File: src/rtl/lsm_uop_pkg.sv
package lsm_uop_pkg;
    typedef enum logic [2:0] {
        OP_MOV  = 3'd0,
        OP_LDR  = 3'd1,
        OP_STR  = 3'd2,
        OP_ADDI = 3'd3,
        OP_SUBI = 3'd4
    } uop_op_e;

    typedef enum logic [1:0] {
        ST_IDLE,
        ST_COPY,
        ST_XFER,
        ST_WBACK
    } seq_state_e;
endpackage

File: src/rtl/lsm_popcnt.sv
module lsm_popcnt #(
    parameter int W   = 16,
    parameter int CW  = $clog2(W + 1)
) (
    input  logic [W-1:0]  vec,
    output logic [CW-1:0] cnt
);
    always_comb begin
        cnt = '0;
        for (int i = 0; i < W; i++) begin
            cnt = cnt + CW'(vec[i]);
        end
    end
endmodule

File: src/rtl/lsm_lowbit.sv
module lsm_lowbit #(
    parameter int W  = 16,
    parameter int IW = $clog2(W)
) (
    input  logic [W-1:0]  vec,
    output logic [IW-1:0] idx
);
    // Scan from the top so the lowest set bit wins.
    always_comb begin
        idx = '0;
        for (int i = W - 1; i >= 0; i--) begin
            if (vec[i]) idx = IW'(i);
        end
    end
endmodule

File: src/rtl/lsm_uop_seq.sv
module lsm_uop_seq
    import lsm_uop_pkg::*;
#(
    parameter int LIST_W = 16,
    parameter int OFF_W  = 12,
    parameter int STEP   = 4,
    parameter int IDX_W  = $clog2(LIST_W),
    parameter int RIDX_W = IDX_W + 1
) (
    input  logic              clk,
    input  logic              rst_n,
    input  logic              in_valid,
    output logic              in_ready,
    input  logic [LIST_W-1:0] in_list,
    input  logic [IDX_W-1:0]  in_base,
    input  logic              in_pre,
    input  logic              in_up,
    input  logic              in_wb,
    input  logic              in_ld,
    output logic              busy,
    output logic              uop_valid,
    input  logic              uop_ready,
    output logic [2:0]        uop_opc,
    output logic [RIDX_W-1:0] uop_reg,
    output logic [RIDX_W-1:0] uop_base,
    output logic [OFF_W-1:0]  uop_off,
    output logic              uop_add,
    output logic              uop_last
);
    localparam int CNT_W = $clog2(LIST_W + 1);
    localparam logic [RIDX_W-1:0] SCRATCH_IDX = RIDX_W'(LIST_W);
    localparam logic [OFF_W-1:0]  STEP_V      = OFF_W'(STEP);

    seq_state_e        state_q, state_d;
    logic [LIST_W-1:0] work_q;
    logic [IDX_W-1:0]  base_q;
    logic              up_q, wb_q, ld_q;
    logic [CNT_W-1:0]  n_q, left_q;
    logic [OFF_W-1:0]  off_q;

    logic [CNT_W-1:0]  in_cnt;
    logic [IDX_W-1:0]  low_idx;
    logic [OFF_W-1:0]  start_off;
    logic [OFF_W-1:0]  span;
    logic              accept, fire;
    uop_op_e           opc_e;

    lsm_popcnt #(.W(LIST_W), .CW(CNT_W)) u_cnt (.vec(in_list), .cnt(in_cnt));
    lsm_lowbit #(.W(LIST_W), .IW(IDX_W)) u_low (.vec(work_q), .idx(low_idx));

    assign in_ready  = (state_q == ST_IDLE);
    assign busy      = (state_q != ST_IDLE);
    assign uop_valid = busy;
    assign accept    = in_valid && in_ready;
    assign fire      = uop_valid && uop_ready;
    assign span      = OFF_W'(n_q) * STEP_V;

    // Start offset: ascending begins at zero, descending at the top slot;
    // pre-stepping shifts either by one slot.
    always_comb begin
        if (in_up) start_off = '0;
        else       start_off = OFF_W'(in_cnt) * STEP_V - STEP_V;
        if (in_pre) start_off = start_off + STEP_V;
    end

    // Next-state selection
    always_comb begin
        state_d = state_q;
        unique case (state_q)
            ST_IDLE:  if (accept) state_d = ST_COPY;
            ST_COPY:  if (fire) begin
                          if (n_q != '0) state_d = ST_XFER;
                          else if (wb_q) state_d = ST_WBACK;
                          else           state_d = ST_IDLE;
                      end
            ST_XFER:  if (fire && left_q == CNT_W'(1)) begin
                          state_d = wb_q ? ST_WBACK : ST_IDLE;
                      end
            ST_WBACK: if (fire) state_d = ST_IDLE;
            default:  state_d = ST_IDLE;
        endcase
    end

    // State register
    always_ff @(posedge clk) begin
        if (!rst_n) state_q <= ST_IDLE;
        else        state_q <= state_d;
    end

    // Instruction context and walking list
    always_ff @(posedge clk) begin
        if (!rst_n) begin
            work_q <= '0;
            base_q <= '0;
            up_q   <= 1'b0;
            wb_q   <= 1'b0;
            ld_q   <= 1'b0;
            n_q    <= '0;
            left_q <= '0;
            off_q  <= '0;
        end else if (accept) begin
            work_q <= in_list;
            base_q <= in_base;
            up_q   <= in_up;
            wb_q   <= in_wb;
            ld_q   <= in_ld;
            n_q    <= in_cnt;
            left_q <= in_cnt;
            off_q  <= start_off;
        end else if (fire && state_q == ST_XFER) begin
            work_q <= work_q & ~(LIST_W'(1) << low_idx);
            left_q <= left_q - CNT_W'(1);
            off_q  <= up_q ? off_q + STEP_V : off_q - STEP_V;
        end
    end

    // Micro-op outputs
    always_comb begin
        opc_e    = OP_MOV;
        uop_reg  = '0;
        uop_base = '0;
        uop_off  = '0;
        uop_add  = 1'b1;
        uop_last = 1'b0;
        unique case (state_q)
            ST_IDLE: ;
            ST_COPY: begin
                uop_reg  = SCRATCH_IDX;
                uop_base = {1'b0, base_q};
                uop_last = (n_q == '0) && !wb_q;
            end
            ST_XFER: begin
                opc_e    = ld_q ? OP_LDR : OP_STR;
                uop_reg  = {1'b0, low_idx};
                uop_base = SCRATCH_IDX;
                uop_off  = off_q;
                uop_add  = up_q;
                uop_last = (left_q == CNT_W'(1)) && !wb_q;
            end
            ST_WBACK: begin
                opc_e    = up_q ? OP_ADDI : OP_SUBI;
                uop_reg  = {1'b0, base_q};
                uop_base = {1'b0, base_q};
                uop_off  = span;
                uop_add  = up_q;
                uop_last = 1'b1;
            end
            default: ;
        endcase
        uop_opc = opc_e;
    end

    // Stalled micro-op holds
    assert_stall_hold_R10: assert property (@(posedge clk) disable iff (!rst_n)
        (uop_valid && !uop_ready) |=> (uop_valid && $stable(uop_opc) && $stable(uop_reg)
            && $stable(uop_base) && $stable(uop_off) && $stable(uop_add) && $stable(uop_last)));

    // Acceptance is followed by the base copy
    assert_copy_first_R3: assert property (@(posedge clk) disable iff (!rst_n)
        (in_valid && in_ready) |=> (uop_valid && uop_opc == 3'd0 && uop_reg == SCRATCH_IDX));

    // Taking the last micro-op ends the sequence
    assert_last_ends_R8: assert property (@(posedge clk) disable iff (!rst_n)
        (uop_valid && uop_ready && uop_last) |=> (!busy && in_ready));

    // Consecutive transfers step by one slot in the add/subtract direction
    assert_offset_step_R6: assert property (@(posedge clk) disable iff (!rst_n)
        ($past(uop_valid && uop_ready && (uop_opc == 3'd1 || uop_opc == 3'd2))
         && uop_valid && (uop_opc == 3'd1 || uop_opc == 3'd2))
        |-> (uop_off == (uop_add ? $past(uop_off) + STEP_V : $past(uop_off) - STEP_V)));

    // Base update always closes the sequence
    assert_wb_last_R7: assert property (@(posedge clk) disable iff (!rst_n)
        (uop_valid && (uop_opc == 3'd3 || uop_opc == 3'd4)) |-> uop_last);
endmodule

File: config.mk
export PLATFORM = sky130hd
export DESIGN_NAME = lsm_uop_seq
export DESIGN_NICKNAME = d
export VERILOG_FILES = /design/src/rtl/lsm_uop_pkg.sv /design/src/rtl/lsm_popcnt.sv /design/src/rtl/lsm_lowbit.sv /design/src/rtl/lsm_uop_seq.sv
export SDC_FILE = /design/constraint.sdc
export NUM_CORES = 1
export LEC_CHECK = 0
export BUFFER_PORTS_ARGS = -buffer_cell sky130_fd_sc_hd__buf_2
export CAP_MARGIN = 15
export CORE_ASPECT_RATIO = 2
export CORE_MARGIN = 4
export CORE_UTILIZATION = 26
export CTS_CLUSTER_SIZE = 14
export DETAILED_ROUTE_END_ITERATION = 10
export GPL_ROUTABILITY_DRIVEN = 0
export SETUP_SLACK_MARGIN = 0.2
export SYNTH_ARGS = -nofsm -noshare
export SYNTH_HDL_FRONTEND = slang
export SYNTH_SLANG_ARGS = --single-unit
File: constraint.sdc
create_clock -name clk -period 6.7 [get_ports clk]
set_input_delay 2.01 -clock clk [delete_from_list [all_inputs] [get_ports clk]]
set_output_delay 2.01 -clock clk [all_outputs]
set_load 0.02 [all_outputs]
---- Word level (Yosys, flattened, before mapping) ----
Cells that the tools add are included.
word-level totals
  register bits after elaboration ......... 47
  input port bits ......................... 28
operators by class
  add/subtract/negate cells ............... 20
  reductions and logical operators ........ 15
  bitwise operators ....................... 2
  muxes and demuxes ....................... 40
  equality and inequality tests ........... 8
  shift operators ......................... 1
operator list
  cell                   number
  $add 5x1->5            14
  $mux 4                 16
  $mux 12                5
  $mux 16                2
  $add 12x3->12 const B  2
  $pmux 12 s2            1
  $and 16x16->16         1
  $not 16->16            1
  $shl 1x4->16 const A   1
  $pmux 5 s3             1
  $mux 2                 7
  $sub 12x3->12 const B  1
  $mux 5                 2
  $pmux 5 s2             1
  $pmux 2 s4             1
  $sub 7x3->8 const B    1
  $logic_and 1x1->1      6
  $ne 2x2->1 const B     3
  $pmux 3 s2             1
  $eq 5x1->1 const B     1
  $logic_not 5->1        1
  $reduce_bool 5->1      1
  $sub 5x1->5 const B    1
  $eq 2x2->1 const B     2
  other kinds (11)       13

---- Longest topological paths before layout ----
Gate-level depths: netlist (run 1).
  depth after elaboration ................. 21
  mapped depth ............................ 16
  depth with buffers taken out ............ 16

---- By module ----
From an unflattened synthesis (run 1), not the netlist that was laid out.
unflattened totals
  cells, all modules ...................... 436
  area, all modules ....................... 3,354.5 um^2
modules (own cells, without submodules)
  module       cells an instance  times used  area each (um^2)
  lsm_uop_seq  358                1           2,767.7
  lsm_popcnt   47                 1           407.9
  lsm_lowbit   31                 1           178.9

---- Worst setup path before layout (run 1) ----
No wires, ideal clock.
  path kind ............................... input port to flip-flop
  from .................................... input port in_list[0]
  to ...................................... register off_q[6]
  setup slack ............................. 184 ps
  cell stages on the path ................. 14
  setup time .............................. 86 ps
  required time ........................... 6,614 ps
  arrival time ............................ 6,429 ps
  path through ............................ ha_1 -> inv_1 -> fa_1 -> fa_1 -> fa_1 -> fa_1 -> fa_1 -> fa_1 -> xor2_2 -> and3_4 -> xnor3_1 -> or2_1 -> o21a_1 -> a221oi_2
between the ends
  longest elaborated chain between the ends .. 20
ends and longest elaborated chain
  element                      RTL line            text
  start, declared              lsm_uop_seq.sv:14   input logic [LIST_W-1:0] in_list,
  $add 1x1->2 *                lsm_popcnt.sv:11    cnt = cnt + CW'(vec[i]);
  $add 5x1->5 * (14 in a row)  lsm_popcnt.sv:11
  $sub 7x3->8 *                lsm_uop_seq.sv:62   else start_off = OFF_W'(in_cnt) * STEP_V - STEP_V;
  $mux 12 *                    lsm_uop_seq.sv:61   if (in_up) start_off = '0;
  $add 12x3->12                lsm_uop_seq.sv:63   if (in_pre) start_off = start_off + STEP_V;
  $mux 12 *                    lsm_uop_seq.sv:63
  $mux 12 *                    lsm_uop_seq.sv:101  end else if (accept) begin
  end signal, assigned         lsm_uop_seq.sv:109  off_q <= start_off;
  end signal, assigned         lsm_uop_seq.sv:113  off_q <= up_q ? off_q + STEP_V : off_q - STEP_V;
  end, declared                lsm_uop_seq.sv:39   logic [OFF_W-1:0] off_q;
Every way passes the cells marked *; elsewhere a longest branch is shown, timed or not.
A chain may end at the register's enable or synchronous reset.

---- Worst setup path after layout (run 1) ----
  from .................................... input port in_list[1]
  to ...................................... register off_q[11]
Same word-level chain as after synthesis.

==> metrics.md, run 1 <==
| Metric | Value |
|---|---|
| Status | `finished, final reports clean` |
| Drt wl/cell | `16.76 um` |
| Die width | `88.74 um` |
| Internal | `0.9025 mW` |
| Cell Area, Placed | `0.003840 mm2` |
| Sw Ratio | `45.12%` |
| Rows | `58` |
| Detailed Route Iter0 Violations | `105` |
| CP Class | `input pin to register` |
| Post-synthesis instance area | `0.003390 mm2` |
| Final TNS setup | `0 ps` |
| Number of H-tree levels | `2` |
| Syn avg cell area | `7.810 um2` |
| Diode count | `0` |
| # DRC | `0` |
| Post-synth cell types | `65` |
| First-pass GRT wire length | `17080 um` |
| Vias in the first global route | `3585` |
| Synth Register Bits | `45` |
| Slowest stage cell on the critical path | `fa_1` |
| Initial core utilization | `26.69%` |
| Clk_lat worst skew | `290 ps` |
| Cell seen most often among critical-path stages | `fa_1` |
| Vias per Instance | `5.427` |
| Total congestion overflow | `0` |
| Total CTS buffers | `5` |
| Main synth FF type | `dfxtp_1` |
| CP required | `6920 ps` |
| Post-route cell area | `0.004029 mm2` |
| Crit-path max cell delay | `540 ps` |
| TritonRoute pass-1 iters | `4` |
| Part of the power in registers | `24.4%` |
| Initial antenna violation count | `0` |
| Comb power frac | `58.5%` |
| Worst r2r src | `up_q$_SDFFE_PN0P_` |
| Cts hold-fix bufs | `0` |
| Async set-reset flop share out of synthesis | `0%` |
| Synth top area share | `26.58%` |
| Gr usage total | `14.43%` |
| Sequential area share after synthesis | `26.58%` |
| Crit-path max FO | `4` |
| R2r worst-path depth | `8` |
| Io pins | `58` |
| Core ar. | `0.01270 mm2` |
| Crit path launch type | `input pin` |
| Root Driver | `clkbuf_16` |
| Crit. Startpoint | `in_list[1]` |
| Syn Inst Count | `434` |
| RSZ-0062 raised after global routing | `no` |
| Crit share post-route | `94.94%` |
| Largest net degree at the start of global routing | `45` |
| Fmax | `0.1572 GHz` |
| CTS sink cnt | `45` |
| Biggest area consumer among synthesized cells | `dfxtp_1` |
| Layout cells sized above 1 | `16.91%` |
| Final Skew | `6.009 ps` |
| Area Overhead vs Synth | `18.86%` |
| Final HPWL DP | `8607 um` |
| Max transition margin | `47.41%` |
| Pleak | `1.730 nW` |
| Worst Setup EP | `off_q[11]$_SDFFE_PN0P_` |
| Clock slew seen by the registers of the worst setup and hold paths | `70 ps` |
| Die area | `0.01504 mm2` |
| R2R setup slack | `3730 ps` |
| Yosys Warn Count | `0` |
| PwrDens | `408.2 mW/mm2` |
| Final #Nets | `543` |
| # setup viols final | `0` |
| WP data arrival | `6580 ps` |
| Chip height | `169.5 um` |
| Vias | `3446` |
| WP depth | `16` |
| Worst vdd ir | `126.9 uV` |
| Port bufs | `55` |
| Maximum buffer depth of the clock tree | `2` |
| HP Class | `register to register` |
| Tightest Pin Transition | `788.9 ps` |
| Final wirelength | `10650 um` |
| Cell family with most CP delay | `adder cells` |
| Clock share of power | `17.0%` |
| Total power | `1.644 mW` |
| Hold Vio Cnt, Final | `0` |
| MaxCap Viol Count | `0` |
| Critical-path cell list | `buf_2 -> ha_1 -> inv_1 -> fa_1 -> fa_1 -> fa_1 -> fa_1 -> fa_2 -> fa_2 -> ha_2 -> and2_2 -> o2111ai_4 -> a31oi_1 -> buf_4 -> a211o_1 -> nor3_2` |
| Tmin final | `6361 ps` |
| Critical path capture point type | `register` |
| Synth top area cells | `dfxtp_1 (27%), ha_1 (7.4%), fa_1 (6.5%), a21oi_1 (6.2%), nor2_1 (4.3%)` |
| Post-synth EDFFs | `0` |
| Reg-to-reg endpoint | `off_q[10]$_SDFFE_PN0P_` |
| Routed Antenna Nets | `0` |
| CTS tree | `yes` |
| Slew Limit Fails | `0` |
| Worst Path Buf+Inv | `3` |
| NetSw | `0.7419 mW` |
## cell families (layout without fill, tap and decap cells)
logic type,count (synthesis),count (layout),share of synthesized area [%]
other,1,2,0.1106
buffers and inverters,63,113,7.309
xor gates and xnor gates,12,12,3.728
muxes,2,2,0.5906
adders and majority gates,31,31,13.88
and+or+nand+nor,148,148,21.30
AOI/OAI and AO/OA,132,132,26.50
DFF,45,45,26.58
## tightest hold or removal path: cells and delay by family, from the launching register on
| family | cells | cell delay [ps] |
|---|---|---|
| compound gates | 1 | 50 |
| simple gates | 1 | 50 |
| flops | 1 | 320 |
## cells in the mapped netlist (3+ instances only)
| master | number |
|---|---|
| dfxtp_1 | 45 |
| ha_1 | 20 |
| a211o_1 | 3 |
| xor2_1 | 6 |
| nor2_1 | 39 |
| a211oi_1 | 7 |
| a221oi_1 | 4 |
| nand2_1 | 38 |
| a21oi_1 | 42 |
| o211ai_1 | 4 |
| nor2b_1 | 4 |
| or3_1 | 6 |
| and3_1 | 4 |
| clkbuf_1 | 21 |
| o21a_1 | 3 |
| and2_1 | 9 |
| a31o_1 | 6 |
| a31oi_1 | 10 |
| nor3b_1 | 3 |
| inv_1 | 38 |
| nand3_1 | 15 |
| o21ai_0 | 13 |
| nor4_1 | 7 |
| buf_4 | 3 |
| xnor2_1 | 4 |
| fa_1 | 11 |
| a21o_1 | 3 |
| nor3_1 | 9 |
| a22o_1 | 5 |
| o21ai_1 | 4 |
| nand4_1 | 4 |
## power groups by stage
stage	combinational, mW	clock (mW)	sequential, mW
2_1_floorplan	0.701	0	0.379
3_3_place_gp	0.912	0	0.404
3_5_place_dp	0.938	0	0.406
4_1_cts	0.945	0.287	0.401
5_1_grt	1.07	0.296	0.409
6_report	0.962	0.280	0.402
## per-stage QoR
stage	utilization, %	instances	hold WS, ps	setup WS [ps]
after global placement	30.24	627	459.6	-48.29
after detailed placement	30.24	627	465.2	-110.5
after floorplan	-	435	444.4	210.6
final	31.72	635	466.9	339.3
after global routing	31.72	635	500.3	201.2
after CTS	31.58	635	474.6	241.9
## flip-flops by register name (all words and copies together), names as in the netlist
name,cells
state_q,2
ld_q,1
off_q,10
wb_q,1
up_q,1
work_q,16
base_q,4
left_q,5
n_q,5
## worst min path at each step
stage,startpoint,endpoint,slack [ps],cells after the start
floorplan,base_q[2]$_SDFFE_PN0P_,base_q[2]$_SDFFE_PN0P_,440,2
global placement,base_q[0]$_SDFFE_PN0P_,base_q[0]$_SDFFE_PN0P_,460,2
detailed placement,base_q[0]$_SDFFE_PN0P_,base_q[0]$_SDFFE_PN0P_,470,2
CTS,base_q[0]$_SDFFE_PN0P_,base_q[0]$_SDFFE_PN0P_,470,2
global route,base_q[1]$_SDFFE_PN0P_,base_q[1]$_SDFFE_PN0P_,500,2
finish,base_q[0]$_SDFFE_PN0P_,base_q[0]$_SDFFE_PN0P_,470,2
## timing repair
| item | 4_1_cts | 5_1_grt |
|---|---|---|
| endpoints found under the hold margin | 0 | 0 |
| pin swaps | 0 | 1 |
| setup endpoints to repair | 1 | 4 |
| setup buffers | 0 | 0 |
| resized for setup | 1 | 3 |
## cell type report
| cell class | count | area, um2 |
|---|---|---|
| clock buffer | 6 | 128.9 |
| clock inverter | 2 | 38.79 |
| fill | 1299 | 8671 |
| inverter | 39 | 146.4 |
| multi-input combinational | 327 | 2268 |
| sequential | 45 | 900.9 |
| tap | 150 | 187.7 |
| timing repair buffer | 66 | 357.8 |
## metal layers
layer,GRT usage (%),up-vias,part of all wire [%]
met5,0,-,0
li1,-,1663,-
met3,1.798,45,4.2
met1,13.47,1631,34
met2,27.15,107,55
met4,10.53,0,7.1
## cells in the final DEF (no fill, tap or decap), types with 3 or more instances in the layout
cell type,n
buf_2,55
dfxtp_1,45
a21oi_1,42
nor2_1,39
inv_1,38
nand2_1,38
ha_1,19
nand3_1,15
o21ai_0,13
buf_4,11
a31oi_1,10
and2_1,9
fa_1,9
nor3_1,8
a211oi_1,7
nor4_1,7
a31o_1,6
or3_1,6
xor2_1,6
a22o_1,5
clkbuf_16,5
nor2b_1,4
nand4_1,4
o211ai_1,4
a221oi_1,4
and3_1,4
o21ai_1,4
xnor2_1,4
nor3b_1,3
a211o_1,3
a21o_1,3
o21a_1,3
Power figures use the tool's default switching activity.
==> run 2: changes to the inputs <==
- clock period: 6.7 -> 8.02 ns (I/O delays scaled with it)
==> metrics.md, run 2 (synthesized netlist as in run 1, its figures left out) <==
| Metric | Value |
|---|---|
| Drt wl/cell | `17.32 um (+3.3%)` |
| Biggest regs | `work_q (16), off_q (10)` |
| Crit share post-route | `86.85%` |
| Cts hold-fix bufs | `0 (unchanged)` |
| Core ar. | `0.01270 mm2 (unchanged)` |
| Worst vdd ir | `148.8 uV (+17%)` |
| WHS | `478.2 ps (+11.25 ps)` |
| Hold path cells | `2 (unchanged)` |
| WP data arrival | `7180 ps (+600 ps)` |
| Post-CTS resize count | `0 (-1)` |
| Rows | `58 (unchanged)` |
| Diode count | `0 (unchanged)` |
| Die area | `0.01504 mm2 (unchanged)` |
| Worst r2r src | `up_q$_SDFFE_PN0P_` |
| Number of H-tree levels | `2 (unchanged)` |
| Tmin final | `6966 ps` |
| Max transition margin | `46.22% (-1.2 points)` |
| Tightest Pin Transition | `806.7 ps (+17.84 ps)` |
| Routed Antenna Nets | `0 (unchanged)` |
| Largest net degree at the start of global routing | `45 (unchanged)` |
| TritonRoute pass-1 iters | `4 (unchanged)` |
| R2r worst-path depth | `8 (unchanged)` |
| Hold_sp | `ld_q$_SDFFE_PN0P_` |
| Initial antenna violation count | `0 (unchanged)` |
| CTS tree | `yes` |
| Sequential Area | `900.9 um2 (unchanged)` |
| Total congestion overflow | `0 (unchanged)` |
| Crit path launch type | `input pin` |
| Port bufs | `55 (unchanged)` |
| Post-route cell area | `0.003950 mm2 (-2.0%)` |
| Reg-to-reg endpoint | `off_q[10]$_SDFFE_PN0P_` |
| Final #Nets | `537 (-1.1%)` |
| Max reg flops | `16 (unchanged)` |
| # setup viols final | `0 (unchanged)` |
| Pleak | `1.701 nW (-1.7%)` |
| Reg with most FFs | `work_q` |
| R2R setup slack | `5040 ps (+1310 ps)` |
| Status | `finished, final reports clean` |
| Vias per Instance | `5.397 (-0.54%)` |
| Vias in the first global route | `3464 (-3.4%)` |
| Clock slew seen by the registers of the worst setup and hold paths | `60 ps (about the same)` |
| Hold Path End | `ld_q$_SDFFE_PN0P_` |
| Final Skew | `5.974 ps (-0.03527 ps)` |
| Final wirelength | `10890 um (+2.3%)` |
| Crit-path max FO | `6 (+2)` |
| Cell Area, Placed | `0.003792 mm2 (-1.2%)` |
| MaxCap Viol Count | `0 (unchanged)` |
| CP required | `8230 ps (+1310 ps)` |
| Slew Limit Fails | `0 (unchanged)` |
| RSZ-0062 raised after global routing | `no` |
| Gr usage total | `14.70% (+0.27 points)` |
| Fmax | `0.1436 GHz` |
| Multi-input gate area | `0.002245 mm2 (-1.0%)` |
| Commonest non-fill, non-tap cells in the layout | `buf_2 (55), dfxtp_1 (45), a21oi_1 (42)` |
| Postcts setup bufs | `0 (unchanged)` |
| Chip height | `169.5 um (unchanged)` |
| Die width | `88.74 um (unchanged)` |
| Layout cells sized above 1 | `15.24% (-1.7 points)` |
| Maximum buffer depth of the clock tree | `2 (unchanged)` |
| FILL cells | `1311 (+0.92%)` |
| Initial core utilization | `26.69% (unchanged)` |
| Final HPWL DP | `8513 um (-1.1%)` |
| Commonest non-fill, non-tap cell in the layout | `buf_2` |
| Clk_lat worst skew | `290 ps (about the same)` |
| Io pins | `58 (unchanged)` |
| Area Overhead vs Synth | `16.54%` |
| Root Driver | `clkbuf_16` |
| CP Class | `input pin to register` |
| Final TNS setup | `0 ps (unchanged)` |
| Total CTS buffers | `5 (unchanged)` |
| Vias | `3395 (-1.5%)` |
| PwrDens | `333.3 mW/mm2 (-18%)` |
| Non-filler cells, final | `629 (-0.94%)` |
| End-of-flow core utilization | `31.10% (-0.62 points)` |
| # DRC | `0 (unchanged)` |
| Hold Vio Cnt, Final | `0 (unchanged)` |
| HP Class | `register to register` |
| CTS sink cnt | `45 (unchanged)` |
| Detailed Route Iter0 Violations | `140 (+33%)` |
| First-pass GRT wire length | `17370 um (+1.7%)` |
| Post-Place Cells | `621 (-0.96%)` |
| Critical path capture point type | `register` |
==> run 2: changes by cell type in the layout (fill, tap and decap cells not counted), moves of 2 or more <==
cell      delta
fa_2         -2
clkbuf_8     +2
fa_1         +2
buf_4        -6
==> run 2: final cells by class <==
cell class / count / share of cell area [%]
tap: 150 / 4.751
timing repair buffer: 60 / 7.919
multi-input combinational: 327 / 56.83
clock inverter: 1 / 0.1267
inverter: 39 / 3.706
clock buffer: 7 / 3.864
sequential: 45 / 22.81
==> run 2: worst max path at each step <==
stage | from | slack [ps] | depth (start not counted) | endpoint
final | in_list[0] | 1050 | 15 | off_q[11]$_SDFFE_PN0P_
after global routing | in_list[0] | 830 | 15 | off_q[11]$_SDFFE_PN0P_
after CTS | in_list[0] | 1040 | 15 | off_q[11]$_SDFFE_PN0P_
after detailed placement | in_list[0] | 760 | 15 | off_q[6]$_SDFFE_PN0P_
after global placement | in_list[0] | 840 | 15 | off_q[11]$_SDFFE_PN0P_
after floorplan | in_list[0] | 1110 | 14 | off_q[6]$_SDFFE_PN0P_
==> run 2: critical path: stages <==
cell       delay [ps]
buf_2             110
ha_1              270
inv_1              60
fa_1              450
fa_1              500
fa_1              530
fa_1              420
fa_1              400
fa_1              550
ha_1              290
and2_2            210
o2111ai_2         260
a31oi_1           150
a211o_1           380
nor3_1            180
==> run 2: per-stage QoR <==
| step | worst slack [ps] | power [mW] |
|---|---|---|
| after global routing | 833.4 | 1.421 |
| after global placement | 835.4 | 1.074 |
| after CTS | 1037 | 1.319 |
| after detailed placement | 758.4 | 1.096 |
| after floorplan | 1108 | 0.8986 |
| final | 1054 | 1.316 |
==> run 2: layer usage <==
metal	vias up	part of all wire, %	global-route usage [%]
met5	-	0	0
met4	0	3.7	7.237
met3	26	3.4	1.020
met2	72	58	28.41
met1	1650	35	15.11
li1	1647	-	-
==> run 2: report_power, final <==
group	total (mW)	internal (mW)	switching (mW)
combinational	0.762	0.302	0.460
clock	0.220	0.132	0.0883
sequential	0.334	0.276	0.0587
